[config.mk]
export PLATFORM = sky130hd
export DESIGN_NAME = shared_irq_router
export DESIGN_NICKNAME = d
export VERILOG_FILES = /design/src/rtl/sirq_pkg.sv /design/src/rtl/sirq_regs.sv /design/src/rtl/sirq_src_cond.sv /design/src/rtl/sirq_core_merge.sv /design/src/rtl/shared_irq_router.sv
export SDC_FILE = /design/constraint.sdc
export NUM_CORES = 1
export LEC_CHECK = 0
export BUFFER_PORTS_ARGS = -buffer_cell sky130_fd_sc_hd__clkbuf_2
export CAP_MARGIN = 20
export CELL_PAD_IN_SITES_DETAIL_PLACEMENT = 1
export CELL_PAD_IN_SITES_GLOBAL_PLACEMENT = 1
export CORE_MARGIN = 2
export CORE_UTILIZATION = 30
export CTS_BUF_LIST = sky130_fd_sc_hd__clkbuf_4 sky130_fd_sc_hd__clkbuf_8
export CTS_CLUSTER_SIZE = 8
export DETAILED_ROUTE_END_ITERATION = 12
export PLACE_DENSITY = 0.62
export SKIP_CTS_REPAIR_TIMING = 1
export SYNTH_ARGS = -nofsm -noshare
export SYNTH_HDL_FRONTEND = slang
export SYNTH_SLANG_ARGS = --single-unit
[constraint.sdc]
create_clock -name clk -period 5.9 [get_ports clk]
set_clock_uncertainty 0.15 [all_clocks]
set_input_delay 0.885 -clock clk [delete_from_list [all_inputs] [get_ports clk]]
set_output_delay 0.885 -clock clk [all_outputs]
set_load 0.1 [all_outputs]
[src/rtl/sirq_pkg.sv]
`timescale 1ns/1ps
// Package: register group codes for the shared interrupt router.
// Assumes a 12-bit byte address. Bits [11:7] select a word group and
// bits [6:2] select the word in it. When bit 11 is set, bit 10 selects
// the per-source pin map (0) or core map (1), and bits [9:2] select the
// source.
package sirq_pkg;
    localparam logic [4:0] GRP_CTL  = 5'h00; // 0x000 config, 0x004 write-edge
    localparam logic [4:0] GRP_POL  = 5'h02; // 0x100 polarity words
    localparam logic [4:0] GRP_TRIG = 5'h03; // 0x180 trigger words
    localparam logic [4:0] GRP_DUAL = 5'h04; // 0x200 dual-edge words
    localparam logic [4:0] GRP_MASK = 5'h05; // 0x280 mask readback
    localparam logic [4:0] GRP_MSET = 5'h06; // 0x300 write-one enable
    localparam logic [4:0] GRP_MCLR = 5'h07; // 0x380 write-one disable
    localparam logic [4:0] GRP_PEND = 5'h08; // 0x400 pending readback
    localparam logic [4:0] WORD_CFG   = 5'd0;
    localparam logic [4:0] WORD_WEDGE = 5'd1;
endpackage

[src/rtl/sirq_regs.sv]
`timescale 1ns/1ps
// Module: sirq_regs
// Holds the per-source sense, mask and routing registers, decodes the
// write-edge command into one-cycle pulses, and muxes read data.
// Assumes: NUM_SRC <= 256 (8-bit source number), 12-bit byte address,
// single-cycle writes, combinational reads.
module sirq_regs
    import sirq_pkg::*;
#(
    parameter int NUM_SRC  = 16,
    parameter int NUM_CORE = 2,
    parameter int NUM_PIN  = 2,
    parameter int ADDR_W   = 12,
    parameter int CW       = (NUM_CORE > 1) ? $clog2(NUM_CORE) : 1,
    parameter int PW       = (NUM_PIN > 1) ? $clog2(NUM_PIN) : 1
) (
    input  logic                          clk,
    input  logic                          rst_n,
    input  logic                          bus_wen,
    input  logic [ADDR_W-1:0]             bus_addr,
    input  logic [31:0]                   bus_wdata,
    output logic [31:0]                   bus_rdata,
    input  logic [NUM_SRC-1:0]            pend_i,
    output logic [NUM_SRC-1:0]            pol_o,
    output logic [NUM_SRC-1:0]            trig_o,
    output logic [NUM_SRC-1:0]            dual_o,
    output logic [NUM_SRC-1:0]            mask_o,
    output logic [NUM_SRC-1:0]            wedge_set_o,
    output logic [NUM_SRC-1:0]            wedge_clr_o,
    output logic [NUM_SRC-1:0]            pin_vld_o,
    output logic [NUM_SRC-1:0][PW-1:0]    pin_sel_o,
    output logic [NUM_SRC-1:0][CW-1:0]    core_sel_o
);
    localparam logic [31:0] CFG_WORD = (32'(NUM_SRC / 8 - 1) << 16) | 32'(NUM_CORE - 1);

    logic [4:0] grp;
    logic [4:0] widx;
    logic [7:0] sidx;
    logic       map_sel;
    logic       wedge_hit;
    logic       unused_bits;

    assign grp       = bus_addr[11:7];
    assign widx      = bus_addr[6:2];
    assign sidx      = bus_addr[9:2];
    assign map_sel   = bus_addr[11];
    assign wedge_hit = bus_wen && !map_sel && grp == GRP_CTL && widx == WORD_WEDGE;
    assign unused_bits = ^{bus_addr[1:0], bus_wdata[30:8]};

    // Decode the write-edge command into per-source set/clear pulses.
    always_comb begin
        for (int i = 0; i < NUM_SRC; i++) begin
            wedge_set_o[i] = wedge_hit && bus_wdata[31] && bus_wdata[7:0] == 8'(i);
            wedge_clr_o[i] = wedge_hit && !bus_wdata[31] && bus_wdata[7:0] == 8'(i);
        end
    end

    // Update configuration, mask and routing state on bus writes.
    always_ff @(posedge clk) begin
        if (!rst_n) begin
            pol_o      <= '1;
            trig_o     <= '0;
            dual_o     <= '0;
            mask_o     <= '0;
            pin_vld_o  <= '0;
            pin_sel_o  <= '0;
            core_sel_o <= '0;
        end else if (bus_wen) begin
            for (int i = 0; i < NUM_SRC; i++) begin
                if (!map_sel && widx == 5'(i / 32)) begin
                    case (grp)
                        GRP_POL:  pol_o[i]  <= bus_wdata[i % 32];
                        GRP_TRIG: trig_o[i] <= bus_wdata[i % 32];
                        GRP_DUAL: dual_o[i] <= bus_wdata[i % 32];
                        GRP_MSET: if (bus_wdata[i % 32]) mask_o[i] <= 1'b1;
                        GRP_MCLR: if (bus_wdata[i % 32]) mask_o[i] <= 1'b0;
                        default: ;
                    endcase
                end
                if (map_sel && !bus_addr[10] && sidx == 8'(i)) begin
                    pin_vld_o[i] <= bus_wdata[31];
                    pin_sel_o[i] <= bus_wdata[PW-1:0];
                end
                if (map_sel && bus_addr[10] && sidx == 8'(i) &&
                    32'(bus_wdata[7:0]) < NUM_CORE) begin
                    core_sel_o[i] <= bus_wdata[CW-1:0];
                end
            end
        end
    end

    // Return the addressed register on the read port.
    always_comb begin
        bus_rdata = '0;
        if (map_sel) begin
            for (int i = 0; i < NUM_SRC; i++) begin
                if (sidx == 8'(i)) begin
                    if (bus_addr[10]) begin
                        bus_rdata[CW-1:0] = core_sel_o[i];
                    end else begin
                        bus_rdata[31]     = pin_vld_o[i];
                        bus_rdata[PW-1:0] = pin_sel_o[i];
                    end
                end
            end
        end else if (grp == GRP_CTL) begin
            if (widx == WORD_CFG) bus_rdata = CFG_WORD;
        end else begin
            for (int i = 0; i < NUM_SRC; i++) begin
                if (widx == 5'(i / 32)) begin
                    case (grp)
                        GRP_POL:  bus_rdata[i % 32] = pol_o[i];
                        GRP_TRIG: bus_rdata[i % 32] = trig_o[i];
                        GRP_DUAL: bus_rdata[i % 32] = dual_o[i];
                        GRP_MASK: bus_rdata[i % 32] = mask_o[i];
                        GRP_PEND: bus_rdata[i % 32] = pend_i[i];
                        default: ;
                    endcase
                end
            end
        end
    end

    AST_MASK_BY_WRITE_ONLY: assert property (@(posedge clk) disable iff (!rst_n)
        (mask_o != $past(mask_o)) |-> $past(bus_wen && !map_sel && (grp == GRP_MSET || grp == GRP_MCLR)));
endmodule

[src/rtl/sirq_src_cond.sv]
`timescale 1ns/1ps
// Module: sirq_src_cond
// Synchronizes each source through two flops, detects edges against a
// registered copy, and forms the pending state: the level for level
// sources, and a sticky latch for edge sources.
// Assumes: wedge pulses last one cycle. An input edge and a clear in the
// same cycle leave the latch set. The latch is held clear while a source
// is level-sensed.
module sirq_src_cond #(
    parameter int NUM_SRC = 16
) (
    input  logic               clk,
    input  logic               rst_n,
    input  logic [NUM_SRC-1:0] irq_in,
    input  logic [NUM_SRC-1:0] pol,
    input  logic [NUM_SRC-1:0] trig,
    input  logic [NUM_SRC-1:0] dual,
    input  logic [NUM_SRC-1:0] wedge_set,
    input  logic [NUM_SRC-1:0] wedge_clr,
    output logic [NUM_SRC-1:0] pend_o
);
    logic [NUM_SRC-1:0] sync1, sync2, prev;
    logic [NUM_SRC-1:0] rise, fall, edge_hit;
    logic [NUM_SRC-1:0] latch_q;

    // Two-flop synchronizer plus a delayed copy for edge detection.
    always_ff @(posedge clk) begin
        if (!rst_n) begin
            sync1 <= '0;
            sync2 <= '0;
            prev  <= '0;
        end else begin
            sync1 <= irq_in;
            sync2 <= sync1;
            prev  <= sync2;
        end
    end

    assign rise     = sync2 & ~prev;
    assign fall     = ~sync2 & prev;
    assign edge_hit = (dual & (rise | fall)) | (~dual & ((pol & rise) | (~pol & fall)));

    for (genvar i = 0; i < NUM_SRC; i++) begin : g_src
        // Sticky pending latch of one edge-sensed source.
        always_ff @(posedge clk) begin
            if (!rst_n || !trig[i]) begin
                latch_q[i] <= 1'b0;
            end else if (edge_hit[i] || wedge_set[i]) begin
                latch_q[i] <= 1'b1;
            end else if (wedge_clr[i]) begin
                latch_q[i] <= 1'b0;
            end
        end

        assign pend_o[i] = trig[i] ? latch_q[i] : (sync2[i] == pol[i]);

        AST_EDGE_STICKY: assert property (@(posedge clk) disable iff (!rst_n)
            (trig[i] && $past(trig[i]) && $past(pend_o[i]) && !$past(wedge_clr[i])) |-> pend_o[i]);
        AST_WEDGE_SETS: assert property (@(posedge clk) disable iff (!rst_n)
            (trig[i] && $past(trig[i] && wedge_set[i])) |-> pend_o[i]);
        AST_LEVEL_IGNORES_WEDGE: assert property (@(posedge clk) disable iff (!rst_n)
            (!trig[i] && $past(!trig[i]) && $stable(sync2[i]) && $stable(pol[i])) |-> $stable(pend_o[i]));
    end
endmodule

[src/rtl/sirq_core_merge.sv]
`timescale 1ns/1ps
// Module: sirq_core_merge
// ORs every pending, enabled, validly mapped source onto the output bit
// core*NUM_PIN+pin and registers the result.
// Assumes: each core index is below NUM_CORE and each pin index below NUM_PIN.
module sirq_core_merge #(
    parameter int NUM_SRC  = 16,
    parameter int NUM_CORE = 2,
    parameter int NUM_PIN  = 2,
    parameter int CW       = 1,
    parameter int PW       = 1
) (
    input  logic                       clk,
    input  logic                       rst_n,
    input  logic [NUM_SRC-1:0]         pend,
    input  logic [NUM_SRC-1:0]         mask,
    input  logic [NUM_SRC-1:0]         pin_vld,
    input  logic [NUM_SRC-1:0][PW-1:0] pin_sel,
    input  logic [NUM_SRC-1:0][CW-1:0] core_sel,
    output logic [NUM_CORE*NUM_PIN-1:0] core_irq_o
);
    localparam int NOUT = NUM_CORE * NUM_PIN;

    logic [NUM_SRC-1:0] live;
    logic [NOUT-1:0]    nxt;

    assign live = pend & mask & pin_vld;

    // OR each live source onto the output line it is mapped to.
    always_comb begin
        nxt = '0;
        for (int c = 0; c < NUM_CORE; c++) begin
            for (int p = 0; p < NUM_PIN; p++) begin
                for (int i = 0; i < NUM_SRC; i++) begin
                    if (live[i] && core_sel[i] == CW'(c) && pin_sel[i] == PW'(p)) begin
                        nxt[c * NUM_PIN + p] = 1'b1;
                    end
                end
            end
        end
    end

    // Register the core outputs.
    always_ff @(posedge clk) begin
        if (!rst_n) core_irq_o <= '0;
        else        core_irq_o <= nxt;
    end

    AST_IDLE_OUTPUTS_LOW: assert property (@(posedge clk) disable iff (!rst_n)
        !$past(|(pend & mask)) |-> (core_irq_o == '0));

    for (genvar i = 0; i < NUM_SRC; i++) begin : g_chk
        AST_LIVE_REACHES_TARGET: assert property (@(posedge clk) disable iff (!rst_n)
            $past(live[i]) |-> core_irq_o[$past(int'(core_sel[i])) * NUM_PIN + $past(int'(pin_sel[i]))]);
    end
endmodule

[src/rtl/shared_irq_router.sv]
`timescale 1ns/1ps
// Module: shared_irq_router
// Top of the shared interrupt router: register file, per-source
// conditioning, and per-core output merging.
// Assumes: NUM_SRC is a multiple of 8 and at most 256; the bus is a
// single-cycle write with combinational read.
module shared_irq_router #(
    parameter int NUM_SRC  = 16,
    parameter int NUM_CORE = 2,
    parameter int NUM_PIN  = 2,
    parameter int ADDR_W   = 12
) (
    input  logic                         clk,
    input  logic                         rst_n,
    input  logic [NUM_SRC-1:0]           irq_in,
    input  logic                         bus_wen,
    input  logic [ADDR_W-1:0]            bus_addr,
    input  logic [31:0]                  bus_wdata,
    output logic [31:0]                  bus_rdata,
    output logic [NUM_CORE*NUM_PIN-1:0]  core_irq
);
    localparam int CW = (NUM_CORE > 1) ? $clog2(NUM_CORE) : 1;
    localparam int PW = (NUM_PIN > 1) ? $clog2(NUM_PIN) : 1;

    logic [NUM_SRC-1:0]         pol, trig, dual, mask, pend;
    logic [NUM_SRC-1:0]         wedge_set, wedge_clr, pin_vld;
    logic [NUM_SRC-1:0][PW-1:0] pin_sel;
    logic [NUM_SRC-1:0][CW-1:0] core_sel;

    sirq_regs #(
        .NUM_SRC(NUM_SRC), .NUM_CORE(NUM_CORE), .NUM_PIN(NUM_PIN),
        .ADDR_W(ADDR_W), .CW(CW), .PW(PW)
    ) u_regs (
        .clk(clk), .rst_n(rst_n),
        .bus_wen(bus_wen), .bus_addr(bus_addr), .bus_wdata(bus_wdata), .bus_rdata(bus_rdata),
        .pend_i(pend), .pol_o(pol), .trig_o(trig), .dual_o(dual), .mask_o(mask),
        .wedge_set_o(wedge_set), .wedge_clr_o(wedge_clr),
        .pin_vld_o(pin_vld), .pin_sel_o(pin_sel), .core_sel_o(core_sel)
    );

    sirq_src_cond #(.NUM_SRC(NUM_SRC)) u_cond (
        .clk(clk), .rst_n(rst_n), .irq_in(irq_in),
        .pol(pol), .trig(trig), .dual(dual),
        .wedge_set(wedge_set), .wedge_clr(wedge_clr), .pend_o(pend)
    );

    sirq_core_merge #(
        .NUM_SRC(NUM_SRC), .NUM_CORE(NUM_CORE), .NUM_PIN(NUM_PIN), .CW(CW), .PW(PW)
    ) u_merge (
        .clk(clk), .rst_n(rst_n), .pend(pend), .mask(mask),
        .pin_vld(pin_vld), .pin_sel(pin_sel), .core_sel(core_sel), .core_irq_o(core_irq)
    );
endmodule

### Yosys cells after proc, flatten, opt, wreduce, memory -nomap -nowiden

Cells that the tools add are included.
W data, S select, Z words.

* order comparisons: 1
* mux-type cells: 265
* reduce and logical (&&, ||, !) cells: 308
* bitwise logic cells: 47
* eq/ne operators: 86

Operator list (number)
* $mux W1: 230
* $logic_and A1 B1 Y1: 184
* $and A16 B16 Y16: 8
* $eq A8 B4 Y1 const B: 16
* $pmux W1 S5: 16
* $reduce_and A5 Y1: 16
* $eq A8 B3 Y1 const B: 8
* $ne A2 B2 Y1 const B: 32
* $not A16 Y16: 4
* $reduce_and A2 Y1: 32
* $or A16 B16 Y16: 3
* $reduce_bool A2 Y1: 17
* $eq A8 B2 Y1 const B: 4
* $logic_or A1 B1 Y1: 32
* $not A1 Y1: 32
* $pmux W1 S2: 16
* $mux W30: 1
* $eq A5 B3 Y1 const B: 4
* $logic_not A1 Y1: 20
* $mux W17: 1
* $eq A1 B1 Y1: 16
* $eq A8 B1 Y1 const B: 2
* $logic_not A8 Y1: 2
* $mux W16: 1
* 6 further kinds: 10

* word-level logic and storage cells: 794
* input bits: 63
* register bits after elaboration: 180
* output and inout bits: 36

### Logic depth before layout (Yosys ltp)

* depth in word-level cells: 36
* mapped depth: 9
* mapped depth without buffers: 7

### Cells and area by module

From an unflattened synthesis, not the netlist that was laid out.

* cell total of the unflattened synthesis: 1120
* area, all modules: 9917.0 µm²

Modules (own cells, without submodules)
* sirq_regs: cells each 721, instances 1, seq. area each 2242.2 µm², area an instance 6198.4 µm²
* sirq_src_cond: cells each 295, instances 1, seq. area each 1281.2 µm², area an instance 2992.9 µm²
* sirq_core_merge: cells each 104, instances 1, seq. area each 80.1 µm², area an instance 725.7 µm²

### Least setup slack after synthesis

OpenSTA, ideal clock, no wires.

* kind: input to output
* start: input bus_addr[7]
* end: output bus_rdata[31]
* cell stages on the path: 8
* path slack: 0.526 ns
* arrival: 4.339 ns
* required time: 4.865 ns
* buffers on the path: 3
* cells stage by stage: buf_6 -> or4_4 -> buf_6 -> or2_1 -> buf_6 -> nor3_1 -> a211oi_1 -> o21ai_0

* word-level cells in the longest chain between the ends: 36
* elaborated cells between the ends (all ways): 51
* those cells by class: eq/ne: 15; mux: 35; reduce/logical: 1

Ends and longest elaborated chain
* from (decl): line shared_irq_router.sv:17 `input logic [ADDR_W-1:0] bus_addr,`
* $logic_not A8 Y1: line sirq_regs.sv:97 `if (sidx == 8'(i)) begin`
* $mux W1: line sirq_regs.sv:97
* $mux W1: line sirq_regs.sv:98 `if (bus_addr[10]) begin`
* $mux W1: line sirq_regs.sv:97
* $mux W1: line sirq_regs.sv:98
* $mux W1: line sirq_regs.sv:97
* $mux W1: line sirq_regs.sv:98
* $mux W1: line sirq_regs.sv:97
* (+20 left out)
* $mux W1: line sirq_regs.sv:97
* $mux W1: line sirq_regs.sv:98
* $mux W1: line sirq_regs.sv:97
* $mux W1: line sirq_regs.sv:98
* $mux W1: line sirq_regs.sv:97
* $mux W1: line sirq_regs.sv:98
* $mux W1 *: line sirq_regs.sv:97
* $mux W1 *: line sirq_regs.sv:95 `if (map_sel) begin`
* to (decl): line shared_irq_router.sv:19 `output logic [31:0] bus_rdata,`

Mark *: on every way between the ends. The rest lies on a longest branch, timed or not. The select of a mux whose other input is x is not followed.

### Final worst setup path

* start: input bus_addr[10]
* end: output bus_rdata[6]

* word-level cells in the longest chain between the ends: 5
* elaborated cells between the ends (all ways): 10
* those cells by class: eq/ne: 5; mux: 4; reduce/logical: 1

Ends and longest elaborated chain
* $eq A5 B4 Y1 (tied with other cells): line sirq_regs.sv:111 `case (grp)`
* $pmux W1 S5: line sirq_regs.sv:111
* $mux W1: line sirq_regs.sv:110 `if (widx == 5'(i / 32)) begin`
* $mux W16 *: line sirq_regs.sv:106 `end else if (grp == GRP_CTL) begin`
* $mux W30 *: line sirq_regs.sv:95

Mark *: on every way between the ends. The rest lies on a longest branch, timed or not.

==> run_results.csv <==
group,metric,value,unit
final_layout,fin_nets,1282,
global_routing,grt_pass1_vias,8672,
sta,hold_violations,0,
synth,async_flop_share,0,
floorplanning,die_w,184.7,µm
global_routing,grt.overflow.total,0,
critical_path,start_kind,"primary input",
floorplanning,dieArea,0.03410,mm²
synth,ys.flop_type,"dfxtp_1",
critical_path,path_cells,"clkbuf_2, nor3b_1, and2_1, a222oi_1, a21oi_1, clkbuf_2",
synth,synth-seq-cells,180,
clock_network,clk-insertion-delay-late,480,ps
clock_network,path_clk_slew,90,ps
synth,avgSynthCellArea,8.450,µm²
sta,period_minus_slack,4578,ps
global_routing,grt_max_degree,65,
critical_path,crit_path_frequent_cell,"clkbuf_2",
synth,synth_xor_area_frac,0.01431,
drt,drc,0,
critical_path,critPathKind,"in -> out",
synth,yosysSeqAreaShare,0.3680,
critical_path,endpoint_kind,"output port",
drt,via_per_inst,5.360,
clock_network,cts_buffers,17,
synth,synth_compound_area_frac,0.1573,
synth,yosysWarnings,0,
placement,post-place-ws,1357,ps
run_status,outcome,"finished clean",
global_routing,grt_pass1_wl,52.88,mm
sta,post-route-period-util,0.7759,
sta,tightest_slew,1082,ps
clock_network,htree_levels,4,
placement,port_buffers,67,
synth,ys_types,65,
clock_network,cts_max_path_buffers,2,
hold_path,hp-class,"reg -> reg",
sta,setup_ws,1322,ps
drt,first_pass_iters,8,
power,p_per_area,214.0,mW/mm²
drt,final_antenna_net_count,0,
critical_path,critPathArrivalTime,3540,ps
final_layout,final_common_cell,"dfxtp_1",
final_layout,syn2layout_area_growth,10.71,%
drt,drtIter0Drc,642,
floorplanning,die_y,184.7,µm
clock_network,cts_tree,"built",
critical_path,path_buf_inv,2,
sta,tns,0,ps
synth,syn_area,0.009793,mm²
sta,maxSlewViolCount,0,
sta,max-slew-margin-rel,0.2784,
placement,dp_hpwl,25.29,mm
drt,routed-via-count,8796,
synth,synthMuxAreaShare,0.1165,
synth,synth_simple_gate_area_frac,0.2421,
sta,rsz0062_at_grt,"no",
floorplanning,rows,66,
final_layout,layoutNonFillerInstCount,1641,
critical_path,path_delay_family,"simple AND/OR/NAND/NOR gates",
synth,synth_edf_count,0,
sta,fin_hold_ws,292.6,ps
drt,drt-wirelength-per-cell,20.97,µm
final_layout,layout_common_cells,"180 x dfxtp_1, 127 x nor2_1, 93 x nand2_1, 88 x a21oi_1, 78 x mux2i_1",
floorplanning,start_util,0.3025,
placement,dp_cells,1609,
sta,finalSetupViolations,0,
critical_path,required,4870,ps
final_layout,diodes,0,
final_layout,drive_gt1_frac,0.1259,
clock_network,cts_sinks,180,
run,drv_cap,0,
critical_path,critPathMaxFanout,26,
synth,synthAdderAreaFrac,0.04088,
global_routing,antenna_found_initial,0,
global_routing,grt_util_all_layers,0.2054,
floorplanning,ios,99,
floorplanning,coreArea,0.03237,mm²
power,power,2.321,mW
synth,syn_inst,1159,
drt,wl,34.41,mm
sta,fmax,218.5,MHz
power,power_leakage,3.939,nW
critical_path,critPathSlowestCell,"and2_1",
critical_path,slowest_delay,730,ps
placement,gp_congestion,0.9143,
clock_network,root_buffer,"clkbuf_8",
synth,synth_top_family_by_area,"simple AND/OR/NAND/NOR gates",
power,ir_worst_vdd,115.3,µV
[sequential cells by signal, summed over array words and instances, names as in the netlist]
register            count
u_cond.sync2           16
u_regs.pol_o           16
u_cond.prev            16
u_cond.latch_q         16
u_regs.core_sel_o      16
u_merge.core_irq_o      4
u_regs.pin_sel_o       16
u_regs.mask_o          16
u_regs.trig_o          16
u_cond.sync1           16
u_regs.pin_vld_o       16
u_regs.dual_o          16
[final cells by class]
type / count / area (µm²)
Tap cell: 442 / 553.0
Fill cell: 3926 / 21530
Multi-Input combinational cell: 857 / 5653
Inverter: 52 / 196.4
Clock buffer: 20 / 262.8
Clock inverter: 11 / 127.6
Timing Repair Buffer: 79 / 445.4
Sequential cell: 180 / 3603
[worst paths after layout]
kind                                 from                               end  slack (ps)  cells past startpoint
max                          bus_addr[10]                      bus_rdata[6]        1320                      6
min           u_cond.sync1[14]$_SDFF_PN0_       u_cond.sync2[14]$_SDFF_PN0_         290                      1
max reg2reg  u_regs.pol_o[7]$_SDFFE_PN1P_  u_merge.core_irq_o[0]$_SDFF_PN0_        3630                      5
min reg2reg   u_cond.sync1[14]$_SDFF_PN0_       u_cond.sync2[14]$_SDFF_PN0_         290                      1
[layer usage]
| layer | up-vias | global-route usage | share of wire | wire (µm) |
|---|---|---|---|---|
| met5 | - | 0 | 0 | 0 |
| met4 | 0 | 0.05460 | 0.018 | 610 |
| met3 | 29 | 0.03280 | 0.042 | 1446 |
| met2 | 197 | 0.3281 | 0.45 | 15540 |
| met1 | 4400 | 0.2871 | 0.49 | 16810 |
| li1 | 4170 | - | - | - |
[Yosys cell counts, types with 3 or more instances]
master     number  area share
dfxtp_1       180        0.37
nor2_1        127       0.049
nand2_1        93       0.036
a21oi_1        88       0.045
mux2i_1        78       0.080
clkbuf_1       56       0.021
inv_1          51       0.020
and2_1         40       0.026
nor3_1         39       0.020
o21ai_0        35       0.018
ha_1           32       0.041
nand3_1        30       0.015
o2111ai_1      22       0.020
nor2b_1        21       0.013
mux2_2         20       0.023
a211oi_1       19       0.015
and3_1         19       0.012
nand2b_1       18       0.011
o211ai_1       17       0.013
a222oi_1       15       0.015
buf_4          15       0.011
xnor2_1        14       0.013
nor4_1         10      0.0064
and3b_1         8      0.0072
or3_1           8      0.0051
a2111oi_0       6      0.0054
buf_2           6      0.0031
mux4_2          6       0.014
o32ai_1         6      0.0054
a31oi_1         5      0.0032
nand3b_1        5      0.0038
nor3b_1         5      0.0038
o22ai_1         5      0.0032
and4_1          4      0.0036
and4b_1         4      0.0041
nor4bb_1        4      0.0041
o21a_1          4      0.0031
buf_1           3      0.0011
buf_6           3      0.0034
o221ai_1        3      0.0027
or2_2           3      0.0019
[where the power goes]
group / total (mW) / internal [mW] / switching, mW
clock: 0.878 / 0.397 / 0.482
sequential: 1.24 / 1.23 / 0.00837
combinational: 0.207 / 0.0533 / 0.153
total: 2.32 / 1.68 / 0.643
[cells by family after synthesis]
group / count (synthesis)
xor gates and xnor gates: 16
DFF: 180
adders and majority gates: 32
other: 1
AOI/OAI and AO/OA: 235
muxes: 104
buffers and inverters: 135
and+or+nand+nor: 456
[metrics by stage]
step	util	instance area [µm²]
2_1_floorplan	-	9842
3_5_place_dp	0.3220	10420
6_report	0.3349	10840
5_1_grt	0.3349	10840
4_1_cts	0.3341	10810
3_3_place_gp	0.3220	10420
Note: power is estimated with default switching activity, not from simulation.
